**src/rtl/dtg_pkg.sv**
```systemverilog
package dtg_pkg;
  localparam int unsigned PH_DEF = 3;
  localparam int unsigned DT_W_DEF = 16;
endpackage

```
**src/rtl/dtg_edge.sv**
```systemverilog
module dtg_edge (
  input  logic clk,
  input  logic rst,
  input  logic en,
  input  logic din,
  output logic start,
  output logic lvl_now
);
  logic armed_q;
  logic lvl_q;

  // a new window opens on any level change, or on the first enabled clock
  always_comb start = en && (!armed_q || (din != lvl_q));
  always_comb lvl_now = start ? din : lvl_q;

  always_ff @(posedge clk) begin
    if (rst) begin
      armed_q <= 1'b0;
      lvl_q   <= 1'b0;
    end else begin
      armed_q <= en;
      if (start) lvl_q <= din;
    end
  end

  p_level_latch_r2: assert property (@(posedge clk) disable iff (rst)
    start |=> (lvl_q == $past(din)));
  p_rearm_r9: assert property (@(posedge clk) disable iff (rst)
    !en |=> !armed_q);
endmodule

```
**src/rtl/dtg_count.sv**
```systemverilog
module dtg_count #(
  parameter int unsigned CW = 16
) (
  input  logic          clk,
  input  logic          rst,
  input  logic          en,
  input  logic          start,
  input  logic          ce,
  input  logic [CW-1:0] reload,
  output logic          fire
);
  localparam logic [CW-1:0] ONE = CW'(1);
  logic [CW-1:0] cnt_q;

  always_comb begin
    if (start) fire = (reload == '0);
    else       fire = en && ce && (cnt_q == ONE);
  end

  always_ff @(posedge clk) begin
    if (rst || !en)             cnt_q <= '0;
    else if (start)             cnt_q <= reload;
    else if (ce && cnt_q != '0) cnt_q <= cnt_q - ONE;
  end

  p_load_r10: assert property (@(posedge clk) disable iff (rst)
    start |=> (cnt_q == $past(reload)));
  p_step_r4: assert property (@(posedge clk) disable iff (rst)
    (en && !start && ce && cnt_q != '0) |=> (cnt_q == $past(cnt_q) - ONE));
  p_hold_r5: assert property (@(posedge clk) disable iff (rst)
    (en && !start && !ce) |=> $stable(cnt_q));
  p_clear_r9: assert property (@(posedge clk) disable iff (rst)
    !en |=> (cnt_q == '0));
endmodule

```
**src/rtl/dtg_drive.sv**
```systemverilog
module dtg_drive (
  input  logic clk,
  input  logic rst,
  input  logic en,
  input  logic start,
  input  logic fire,
  input  logic lvl_now,
  output logic a_n,
  output logic b_n
);
  always_ff @(posedge clk) begin
    if (rst || !en) begin
      a_n <= 1'b1;
      b_n <= 1'b1;
    end else if (fire) begin
      a_n <= ~lvl_now;
      b_n <= lvl_now;
    end else if (start) begin
      a_n <= 1'b1;
      b_n <= 1'b1;
    end
  end

  p_never_both_r11: assert property (@(posedge clk) disable iff (rst)
    (a_n || b_n));
  p_off_r9: assert property (@(posedge clk) disable iff (rst)
    !en |=> (a_n && b_n));
  p_gap_r3: assert property (@(posedge clk) disable iff (rst)
    (start && !fire) |=> (a_n && b_n));
endmodule

```
**src/rtl/dtg_phase.sv**
```systemverilog
module dtg_phase #(
  parameter int unsigned CW = 16
) (
  input  logic          clk,
  input  logic          rst,
  input  logic          en,
  input  logic          ce,
  input  logic          din,
  input  logic [CW-1:0] reload,
  output logic          a_n,
  output logic          b_n
);
  logic start;
  logic lvl_now;
  logic fire;

  dtg_edge u_edge (
    .clk(clk), .rst(rst), .en(en), .din(din),
    .start(start), .lvl_now(lvl_now)
  );

  dtg_count #(.CW(CW)) u_count (
    .clk(clk), .rst(rst), .en(en), .start(start), .ce(ce),
    .reload(reload), .fire(fire)
  );

  dtg_drive u_drive (
    .clk(clk), .rst(rst), .en(en), .start(start), .fire(fire),
    .lvl_now(lvl_now), .a_n(a_n), .b_n(b_n)
  );
endmodule

```
**src/rtl/dtg_top.sv**
```systemverilog
module dtg_top
  import dtg_pkg::*;
#(
  parameter int unsigned NPH = PH_DEF,
  parameter int unsigned CW  = DT_W_DEF
) (
  input  logic              clk,
  input  logic              rst,
  input  logic              en,
  input  logic              cnt_ce,
  input  logic [NPH-1:0]    phase_in,
  input  logic [NPH*CW-1:0] reload_val,
  output logic [NPH-1:0]    out_a_n,
  output logic [NPH-1:0]    out_b_n
);
  for (genvar k = 0; k < NPH; k++) begin : g_ph
    dtg_phase #(.CW(CW)) u_ph (
      .clk(clk), .rst(rst), .en(en), .ce(cnt_ce),
      .din(phase_in[k]), .reload(reload_val[k*CW +: CW]),
      .a_n(out_a_n[k]), .b_n(out_b_n[k])
    );
  end

  p_reset_idle_r1: assert property (@(posedge clk)
    rst |=> (&out_a_n && &out_b_n));
endmodule

```
**config.mk**
```make
export PLATFORM = sky130hd
export DESIGN_NAME = dtg_top
export DESIGN_NICKNAME = d
export VERILOG_FILES = /design/src/rtl/dtg_pkg.sv /design/src/rtl/dtg_edge.sv /design/src/rtl/dtg_count.sv /design/src/rtl/dtg_drive.sv /design/src/rtl/dtg_phase.sv /design/src/rtl/dtg_top.sv
export SDC_FILE = /design/constraint.sdc
export NUM_CORES = 1
export LEC_CHECK = 0
export ABC_AREA = 1
export BUFFER_PORTS_ARGS = -buffer_cell sky130_fd_sc_hd__buf_2
export CORE_MARGIN = 3
export CORE_UTILIZATION = 53
export CTS_CLUSTER_DIAMETER = 120
export DETAILED_ROUTE_END_ITERATION = 10
export PLACE_DENSITY = 0.85
export SLEW_MARGIN = 20
export SYNTH_ARGS = -nofsm -noshare
export SYNTH_HDL_FRONTEND = slang
export SYNTH_SLANG_ARGS = --single-unit
```
**constraint.sdc**
```tcl
create_clock -name clk -period 1.6 [get_ports clk]
set_clock_uncertainty 0.1 [all_clocks]
set_input_delay 0.08 -clock clk [delete_from_list [all_inputs] [get_ports clk]]
set_output_delay 0.08 -clock clk [all_outputs]
set_load 0.1 [all_outputs]
```
==> results.toml <==
[cts]
tritoncts = "done"
cts_buffers = 9
clock_path_buffers = 2
clkTransAtPathRegs_ns = 0.07
insertion_delay_ns = 0.35
clock-sinks = 58
cts_htree_levels = 3
cts-root-buf = "clkbuf_8"

[drt]
ant_nets = 0
viasPerCell = 5.52
drt_iter0_drc = 389
avgRoutedWirePerCell_um = 14.5
post-route-drc-count = 0
vias = 5243
dr.pass1.iters = 5
routed_wl_um = 13800

[cells_and_area]
drive_gt1_share_pct = 27.5
multi_input_area_um2 = 2940
num_antenna_cells = 0
final_area_um2 = 5750
areaGrowthSynthToFinish_pct = 34.2
seqCellArea_um2 = 1180
nNetsFinal = 905
fill_cells = 565

[synthesis]
synth_seq_cells = 58
synth_mux_area_share_pct = 0
yosys_warnings = 0
synth_nets = 763
seq_area_frac_synth_pct = 27.1
synth_top_area_share_pct = 27.1
synthCells = 702
yosys.area.top_type = "dfxtp_1"
synth_top_family_by_area = "simple AND/OR/NAND/NOR gates"
synthDistinctLibCells = 36
synth-simple-area-share_pct = 51.2
synth_area_per_cell_um2 = 6.10
synthAdderAreaFrac_pct = 1.75
synth_xor_area_share_pct = 2.66
netlist_top_cells_area = "dfxtp_1 (27%), nand2_1 (17%), nor2_1 (12%)"
netlist_area_um2 = 4290
synth_compound_area_share_pct = 8.18

[global_routing]
grt-ovfl-total = 0
antenna_found_initial = 0
grt_max_degree = 35
grt_pass1_wl_um = 20500
grt_util_all_layers_pct = 28.2
first_global_vias = 4724

[floorplanning]
die_w_um = 95.9
start_util_pct = 54.9
die-area_um2 = 9200
io_pins = 61
rows = 32
core_um2 = 7810
die_h_um = 95.9

[sta]
period_needed_ns = 1.60
slew_headroom_pct = 67.6
fmax_ghz = 0.626
max_slew.worst_pin.slew_ns = 0.489
rsz0062_at_grt = "yes"
fin_crit_sh_pct = 99.9
finalSetupViolations = 0
setup_ws_ns = 0.00232
maxSlewViolCount = 0
fin_hold_ws_ns = -0.00241
hold_violations = 3

[status]
violations = "negative hold slack"
outcome = "finished with violations"

[critical_path]
path_delay_family = "simple AND/OR/NAND/NOR gates"
startpoint_type = "flip-flop"
worstPathRequired_ns = 1.73
cp_cell_sequence = "nor2_4 > nand2_4 > nor2_8 > nand2_4 > nand3_4 > o21ai_0 > a21oi_1"
crit_fanout = 11
critPathKind = "flip-flop to flip-flop"
critPathArrivalTime_ns = 1.73
slowest_delay_ns = 0.48
cpMaxStageDelayCell = "dfxtp_1"
endpoint_kind = "flip-flop"
path_buf_inv = 0
path_common_cell = "nand2_4"

[run]
max_cap_violations = 0

[placement]
gp_congestion = 0.955
place.port_buffers = 60
dp_hpwl_um = 9020
dpl-instance-area_um2 = 4920
post-place-ws_ns = -0.00464

[power_and_ir_drop]
powerDensity_nw_per_um2 = 861
p_leak_nw = 2.80
ir_worst_vdd_uv = 575

[worst_hold_path]
hold_path_class = "primary input to flip-flop"
==> cells in the final DEF, fill, tap and decap left out, types with 2 or more instances in the layout <==
cell           count
a21oi_1           37
buf_2             60
buf_4             50
buf_6              6
clkbuf_8          11
clkinv_2           4
clkinvlp_4         3
dfxtp_1           44
dfxtp_2           14
dlygate4sd3_1     33
ha_1               3
ha_4               2
inv_1             50
inv_2              6
nand2_1          195
nand2_2           10
nand2_4           12
nand2_8            2
nand3_1           60
nand3_2            7
nand3b_1          15
nand4_1            4
nor2_1           119
nor2_2            20
nor2_4            14
nor2_8             2
nor3_1             5
nor3_2             3
nor4_1             2
o21ai_0           23
o21ai_1            6
o21bai_1           2
or2_2              2
xnor2_1            4
xor2_1             9
==> metrics by stage <==
step	std cells	power, mW	utilization, %	setup TNS [ns]
2_1_floorplan	702	2.86	-	0
3_3_place_gp	889	3.33	63.0	0
3_5_place_dp	889	3.39	63.0	-0.00464
4_1_cts	937	4.68	69.5	0
5_1_grt	950	5.20	73.6	-0.578
6_report	950	4.95	73.6	0
==> registers in the layout, indices dropped and copies added (netlist names) <==
signal,flops
g_ph.u_ph.u_edge.armed_q,1
g_ph.u_ph.u_edge.lvl_q,3
g_ph.u_ph.u_count.cnt_q,48
g_ph.u_ph.u_drive.b_n,3
g_ph.u_ph.u_drive.a_n,3
==> kinds of logic after synthesis <==
group | Yosys count
simple gates | 474
buf+inv | 82
compound gates | 69
flops | 58
xor+xnor | 13
fa+ha+maj | 6
==> synthesized netlist by cell type, drive strengths merged <==
library cell / number
and3: 1
nor2: 155
o21bai: 2
nor4: 2
nand3: 68
a21oi: 38
inv: 59
dfxtp: 58
buf: 20
nand3b: 15
nand2: 217
nor3b: 1
nor2b: 1
xor2: 9
ha: 6
or2: 2
clkinv: 1
xnor2: 4
nand4: 4
o21ai: 29
clkbuf: 2
nor3: 8
==> final timing paths <==
| kind | endpoint | start | slack [ns] | depth (start not counted) |
|---|---|---|---|---|
| hold / removal | g_ph[2].u_ph.u_count.cnt_q[1]$_SDFFE_PP0P_ | reload_val[33] | -0.002 | 5 |
| setup / recovery | g_ph[1].u_ph.u_count.cnt_q[3]$_SDFFE_PP0P_ | g_ph[1].u_ph.u_count.cnt_q[2]$_SDFFE_PP0P_ | 0.002 | 7 |
| setup reg to reg | g_ph[1].u_ph.u_count.cnt_q[3]$_SDFFE_PP0P_ | g_ph[1].u_ph.u_count.cnt_q[2]$_SDFFE_PP0P_ | 0.002 | 7 |
| hold reg to reg | g_ph[0].u_ph.u_drive.a_n$_SDFFE_PP1P_ | g_ph[0].u_ph.u_drive.a_n$_SDFFE_PP1P_ | 0.39 | 2 |
==> power breakdown <==
group / leakage, nW / switching [mW] / internal [mW]
combinational: 2.23 / 1.20 / 0.853
sequential: 0.480 / 0.107 / 1.53
clock: 0.0920 / 0.625 / 0.631
==> tightest hold or removal path: stages <==
cell and delay, ns:
buf_2 0.10, nand2_1 0.05, o21ai_1 0.06, nand2_1 0.06
a21oi_1 0.05
==> layer usage <==
metal	global-route usage, %	vias up	part of all wire, %
met5	0	-	0
met4	13.2	0	4.4
met3	4.53	66	7.2
met1	32.9	2407	39
li1	-	2513	-
met2	50.3	257	49
==> what timing repair did <==
item	in CTS	in global routing
hold endpoints to repair	35	0
endpoints found under the setup margin	3	50
setup buffers	0	10
cloned	0	3
hold buffers	33	0
pin swaps	0	20
gates resized for setup	2	72
==> area by class of cell <==
cell class,instances,share of cell area (%)
well taps,102,2.22
repair inverters,1,0.131
inverters,60,4.11
clock buffers,12,2.70
flip-flops and latches,58,20.5
multi-input cells,564,51.1
repair buffers,150,19.0
clock inverters,3,0.261
No activity file was read; power rests on OpenSTA's default activity.
